$ cat src/rtl/pcs_pkg.sv
package pcs_pkg;

  typedef enum logic [1:0] {
    PH_T1 = 2'd0,
    PH_T2 = 2'd1,
    PH_T3 = 2'd2,
    PH_T4 = 2'd3
  } phase_e;

  typedef enum logic [2:0] {
    FL_SEQ  = 3'd0,
    FL_SKIP = 3'd1,
    FL_PCL  = 3'd2,
    FL_RET  = 3'd3,
    FL_BR   = 3'd4,
    FL_IRQ  = 3'd5
  } flow_e;

endpackage

$ cat src/rtl/pcs_phase_gen.sv
module pcs_phase_gen
  import pcs_pkg::*;
(
  input  logic   clk,
  input  logic   rst,
  input  logic   cyc_en,
  output phase_e phase_q,
  output logic   boundary
);

  // the T4 -> T1 hand-over, where the next fetch begins
  assign boundary = cyc_en && (phase_q == PH_T4);

  always_ff @(posedge clk) begin
    if (rst) begin
      phase_q <= PH_T1;
    end else if (cyc_en) begin
      phase_q <= phase_e'(phase_q + 2'd1);
    end
  end

  assert_phase_hold_R2: assert property (@(posedge clk) disable iff (rst)
    !cyc_en |=> $stable(phase_q));

  assert_phase_step_R2: assert property (@(posedge clk) disable iff (rst)
    (cyc_en && phase_q == PH_T2) |=> (phase_q == PH_T3));

endmodule

$ cat src/rtl/pcs_next_sel.sv
module pcs_next_sel
  import pcs_pkg::*;
#(
  parameter int                ADDR_W   = 10,
  parameter int                LOW_W    = 8,
  parameter logic [ADDR_W-1:0] VEC_ADDR = 'h004
) (
  input  logic [ADDR_W-1:0] pc_q,
  input  logic              flush_q,
  input  logic              irq_req,
  input  logic              br_req,
  input  logic              br_call,
  input  logic [ADDR_W-1:0] br_target,
  input  logic              ret_req,
  input  logic [ADDR_W-1:0] ret_addr,
  input  logic              pcl_wr,
  input  logic [LOW_W-1:0]  pcl_data,
  input  logic              skip_req,
  output logic [ADDR_W-1:0] nxt_pc,
  output logic              nxt_flush,
  output logic              nxt_push
);

  localparam int HI_W = ADDR_W - LOW_W;

  flow_e             kind;
  logic [ADDR_W-1:0] inc_pc;
  logic [HI_W-1:0]   page;

  assign inc_pc = pc_q + ADDR_W'(1);
  assign page   = pc_q[ADDR_W-1:LOW_W];

  // priority chain; a dummy cycle accepts nothing
  always_comb begin
    kind   = FL_SEQ;
    nxt_pc = inc_pc;
    if (!flush_q) begin
      if (irq_req) begin
        kind   = FL_IRQ;
        nxt_pc = VEC_ADDR;
      end else if (br_req) begin
        kind   = FL_BR;
        nxt_pc = br_target;
      end else if (ret_req) begin
        kind   = FL_RET;
        nxt_pc = ret_addr;
      end else if (pcl_wr) begin
        kind   = FL_PCL;
        nxt_pc = {page, pcl_data};
      end else if (skip_req) begin
        kind   = FL_SKIP;
        nxt_pc = inc_pc;
      end
    end
  end

  assign nxt_flush = (kind != FL_SEQ);
  assign nxt_push  = (kind == FL_IRQ) || ((kind == FL_BR) && br_call);

endmodule

$ cat src/rtl/pcs_addr_reg.sv
module pcs_addr_reg #(
  parameter int                ADDR_W   = 10,
  parameter logic [ADDR_W-1:0] RST_ADDR = '0
) (
  input  logic              clk,
  input  logic              rst,
  input  logic              boundary,
  input  logic [ADDR_W-1:0] nxt_pc,
  input  logic              nxt_flush,
  input  logic              nxt_push,
  output logic [ADDR_W-1:0] pc_q,
  output logic              flush_q,
  output logic              push_en_q,
  output logic [ADDR_W-1:0] push_addr_q
);

  always_ff @(posedge clk) begin
    if (rst) begin
      pc_q        <= RST_ADDR;
      flush_q     <= 1'b0;
      push_en_q   <= 1'b0;
      push_addr_q <= '0;
    end else begin
      push_en_q <= 1'b0;
      if (boundary) begin
        pc_q    <= nxt_pc;
        flush_q <= nxt_flush;
        if (nxt_push) begin
          push_en_q   <= 1'b1;
          push_addr_q <= pc_q;
        end
      end
    end
  end

  assert_addr_stable_R2: assert property (@(posedge clk) disable iff (rst)
    !boundary |=> ($stable(pc_q) && $stable(flush_q)));

  assert_flush_single_R12: assert property (@(posedge clk) disable iff (rst)
    (boundary && flush_q) |=> !flush_q);

  assert_push_pulse_R5: assert property (@(posedge clk) disable iff (rst)
    push_en_q |=> !push_en_q);

endmodule

$ cat src/rtl/pc_sequencer.sv
module pc_sequencer
  import pcs_pkg::*;
#(
  parameter int                ADDR_W   = 10,
  parameter int                LOW_W    = 8,
  parameter logic [ADDR_W-1:0] VEC_ADDR = 'h004,
  parameter logic [ADDR_W-1:0] RST_ADDR = '0
) (
  input  logic              clk,
  input  logic              rst,
  input  logic              cyc_en,
  input  logic              br_req,
  input  logic              br_call,
  input  logic [ADDR_W-1:0] br_target,
  input  logic              ret_req,
  input  logic [ADDR_W-1:0] ret_addr,
  input  logic              irq_req,
  input  logic              pcl_wr,
  input  logic [LOW_W-1:0]  pcl_data,
  input  logic              skip_req,
  output logic [ADDR_W-1:0] fetch_addr,
  output logic [1:0]        phase,
  output logic              flush,
  output logic              push_en,
  output logic [ADDR_W-1:0] push_addr
);

  phase_e            phase_q;
  logic              boundary;
  logic [ADDR_W-1:0] nxt_pc;
  logic              nxt_flush;
  logic              nxt_push;

  pcs_phase_gen u_phase (
    .clk      (clk),
    .rst      (rst),
    .cyc_en   (cyc_en),
    .phase_q  (phase_q),
    .boundary (boundary)
  );

  pcs_next_sel #(
    .ADDR_W   (ADDR_W),
    .LOW_W    (LOW_W),
    .VEC_ADDR (VEC_ADDR)
  ) u_sel (
    .pc_q      (fetch_addr),
    .flush_q   (flush),
    .irq_req   (irq_req),
    .br_req    (br_req),
    .br_call   (br_call),
    .br_target (br_target),
    .ret_req   (ret_req),
    .ret_addr  (ret_addr),
    .pcl_wr    (pcl_wr),
    .pcl_data  (pcl_data),
    .skip_req  (skip_req),
    .nxt_pc    (nxt_pc),
    .nxt_flush (nxt_flush),
    .nxt_push  (nxt_push)
  );

  pcs_addr_reg #(
    .ADDR_W   (ADDR_W),
    .RST_ADDR (RST_ADDR)
  ) u_reg (
    .clk         (clk),
    .rst         (rst),
    .boundary    (boundary),
    .nxt_pc      (nxt_pc),
    .nxt_flush   (nxt_flush),
    .nxt_push    (nxt_push),
    .pc_q        (fetch_addr),
    .flush_q     (flush),
    .push_en_q   (push_en),
    .push_addr_q (push_addr)
  );

  assign phase = phase_q;

  assert_seq_inc_R3: assert property (@(posedge clk) disable iff (rst)
    (boundary && !flush && !irq_req && !br_req && !ret_req && !pcl_wr && !skip_req)
    |=> (fetch_addr == $past(fetch_addr) + ADDR_W'(1)) && !flush);

  assert_irq_vector_R9: assert property (@(posedge clk) disable iff (rst)
    (boundary && !flush && irq_req) |=> (fetch_addr == VEC_ADDR) && flush && push_en);

  assert_page_kept_R7: assert property (@(posedge clk) disable iff (rst)
    (boundary && !flush && pcl_wr && !irq_req && !br_req && !ret_req)
    |=> (fetch_addr[ADDR_W-1:LOW_W] == $past(fetch_addr[ADDR_W-1:LOW_W]))
        && (fetch_addr[LOW_W-1:0] == $past(pcl_data)));

  assert_dummy_ignores_R11: assert property (@(posedge clk) disable iff (rst)
    (boundary && flush) |=> !push_en && (fetch_addr == $past(fetch_addr) + ADDR_W'(1)));

endmodule

$ cat config.mk
export PLATFORM = sky130hd
export DESIGN_NAME = pc_sequencer
export DESIGN_NICKNAME = d
export VERILOG_FILES = /design/src/rtl/pcs_pkg.sv /design/src/rtl/pcs_phase_gen.sv /design/src/rtl/pcs_next_sel.sv /design/src/rtl/pcs_addr_reg.sv /design/src/rtl/pc_sequencer.sv
export SDC_FILE = /design/constraint.sdc
export NUM_CORES = 1
export LEC_CHECK = 0
export CORE_MARGIN = 5
export CORE_UTILIZATION = 46
export CTS_CLUSTER_SIZE = 25
export DETAILED_ROUTE_END_ITERATION = 6
export PLACE_DENSITY_LB_ADDON = 0.08
export REMOVE_ABC_BUFFERS = 1
export SLEW_MARGIN = 40
export SYNTH_ARGS = -nofsm -noshare
export SYNTH_HDL_FRONTEND = slang
export SYNTH_SLANG_ARGS = --single-unit
$ cat constraint.sdc
create_clock -name clk -period 5 [get_ports clk]
set_input_delay 1.5 -clock clk [delete_from_list [all_inputs] [get_ports clk]]
set_output_delay 1.5 -clock clk [all_outputs]
set_load 0.01 [all_outputs]
==> flow_metrics.py <==
metrics = {
    "sta": {
        "setup_viol": 0,
        "fin_skew_ps": 5.43,
        "hold_viol": 0,
        "worst_pin_slew_ps": 638,
        "layout_setup_ws_ps": 1650,
        "fmax_mhz": 298,
        "slew_viol_final": 0,
        "rsz0062_at_grt": "no",
        "finalSetupTns_ps": 0,
        "relSlewSlack_pct": 57.4,
        "min_period_ps": 3350,
        "finalCritPeriodShare_pct": 67.1,
    },
    "worst_setup_path": {
        "cp_data_required_time_ps": 5200,
        "cp-start-kind": "input pin",
        "end_kind": "flop",
        "cp_data_arrival_time_ps": 3550,
        "crit_fanout": 15,
        "worstSetupPathType": "input pin to flop",
    },
    "cells_and_area": {
        "layout_commonest_cell": "clkdlybuf4s50_1",
        "multi_input_area_um2": 897,
        "drive_gt1_share_pct": 4.27,
        "syn2layout_area_growth_pct": 41.2,
        "fillerInstances": 272,
        "nNetsFinal": 275,
        "diodes": 0,
        "seq_area_um2": 480,
        "stdcell_count": 278,
        "final_cell_area_um2": 2080,
        "layout_common_cells": "59 x clkdlybuf4s50_1, 27 x nor2_1, 24 x dfxtp_1",
    },
    "synthesis": {
        "ys_ff_latch": 24,
        "synth.cell_area_um2": 1470,
        "ys_top_cells_by_area": "dfxtp_1 33%, mux2i_1 9.5%, nor2_1 6.9%, o21ai_0 3.4%, o22ai_1 3.4%",
        "synth_edf_count": 0,
        "async_reset_ff_share_pct": 0,
        "seq_area_frac_synth_pct": 32.6,
        "synth_area_per_cell_um2": 7.92,
        "yosys_warnings": 0,
        "ys.flop_type": "dfxtp_1",
        "synthDistinctLibCells": 40,
        "synth_top_area_cell": "dfxtp_1",
        "synth_top_area_share_pct": 32.6,
        "syn_inst": 186,
    },
    "pwr": {
        "power_density_nw_per_um2": 172,
        "p_leak_nw": 0.747,
        "finalPower_mw": 0.358,
        "ir_drop_uv": 111,
    },
    "floorplan": {
        "core-area_um2": 3050,
        "initial_core_util_pct": 48.3,
        "row_count": 20,
        "die_w_um": 66.6,
        "die_h_um": 66.6,
        "dieArea_um2": 4440,
        "pin_count": 61,
    },
    "placement": {
        "io_buffers": 60,
        "dp_cells": 275,
        "place_congestion": 0.780,
        "place_hpwl_mm": 3.36,
        "post-place-ws_ps": 1340,
        "post_dp_cell_area_um2": 2060,
    },
    "route": {
        "antenna_left": 0,
        "drt-total-wl_mm": 4.44,
        "route.detailed.drc": 0,
        "avgViaCountPerCell": 5.81,
        "detail_route.wl_per_cell_um": 16.0,
        "drtIter0Drc": 108,
        "drt_pass1_iterations": 6,
        "vias": 1616,
    },
    "global_route": {
        "grt_max_degree": 27,
        "grt_pass1_wl_mm": 7.24,
        "grt_overflow_total": 0,
        "grt_pass1_vias": 1553,
        "antenna_found_initial": 0,
        "gr-usage-all-layers_pct": 21.0,
    },
    "cts": {
        "cts_sinks": 24,
        "clock_latency_ps": 310,
        "cts_resized": 0,
        "post-cts-setup-buffers": 0,
        "clk_path_buf_depth": 2,
        "htreeDepth": 1,
        "cts_tree": "yes",
        "clock_tree.root_cell": "clkbuf_4",
        "postCtsHoldBufs": 0,
        "cts.clk_slew.worst_paths_ps": 130,
        "cts_buffers": 3,
    },
    "run_status": {
        "status": "complete, no violations",
    },
    "run": {
        "drv_cap": 0,
    },
    "min_path": {
        "min-delay-path-class": "flop to flop",
    },
}
==> state kept, by name, summed over array words and instances, names as in the netlist <==
name and flops:
u_reg.push_en_q 1, u_phase.phase_q 2, u_reg.flush_q 1, u_reg.pc_q 10
u_reg.push_addr_q 10
==> critical path, stage by stage <==
cell and delay [ps]:
clkdlybuf4s50_1 560, nand2_1 330, nor3_2 610, buf_4 280, mux2i_1 220, nor2_1 60
==> logic make-up after synthesis <==
group,Yosys count,share of synthesized area (%)
fa+ha+maj,2,1.70
mux,16,11.0
compound gates,51,22.1
simple gates,67,22.8
flops,24,32.6
xor+xnor,5,2.97
buf+inv,21,6.88
==> through the flow <==
stage	hold slack, ps	util, %
2_1_floorplan	528	-
3_3_place_gp	473	67.6
3_5_place_dp	488	67.6
4_1_cts	521	68.3
5_1_grt	543	68.2
6_report	515	68.2
==> synth_stat cells (all sizes together), types with 2 or more instances <==
cell type	number
nand2	8
buf	6
o32ai	2
a22oi	3
and4	3
nand3	3
ha	2
a211oi	5
clkbuf	11
nand2b	3
nand4	2
a21oi	8
nor2	27
nor3	8
mux2i	14
nor4	3
inv	4
xor2	2
mux2	2
a221oi	2
o211ai	2
o21ai	11
dfxtp	24
and3b	2
a31oi	6
o22ai	8
and3	4
xnor2	3
==> per-layer routing <==
metal / vias up / track usage, % / wire (µm)
met5: - / 0 / 0
met3: 8 / 3.88 / 293
met4: 0 / 7.36 / 59
met2: 71 / 36.1 / 2250
met1: 757 / 25.9 / 1840
li1: 780 / - / -
==> where the power goes <==
part | total [mW] | switching, mW | internal [mW]
registers | 0.198 | 0.00413 | 0.194
logic | 0.0760 | 0.0328 | 0.0432
clock network | 0.0841 | 0.0559 | 0.0282
==> final timing paths <==
path         depth (start not counted)            startpoint              endpoint  slack, ps
max reg2reg                          6    u_phase.phase_q[0]  u_reg.push_addr_q[9]       2860
min                                  2  u_reg.push_addr_q[4]  u_reg.push_addr_q[4]        510
max                                  6                cyc_en  u_reg.push_addr_q[9]       1650
min reg2reg                          2  u_reg.push_addr_q[4]  u_reg.push_addr_q[4]        510
==> cell type report <==
| type | count | area share, % |
|---|---|---|
| Multi-Input combinational cell | 141 | 43.1 |
| Clock buffer | 3 | 1.08 |
| Timing Repair Buffer | 62 | 29.3 |
| Inverter | 4 | 0.722 |
| Tap cell | 44 | 2.65 |
| Sequential cell | 24 | 23.1 |
Power figures use the tool's default switching activity.
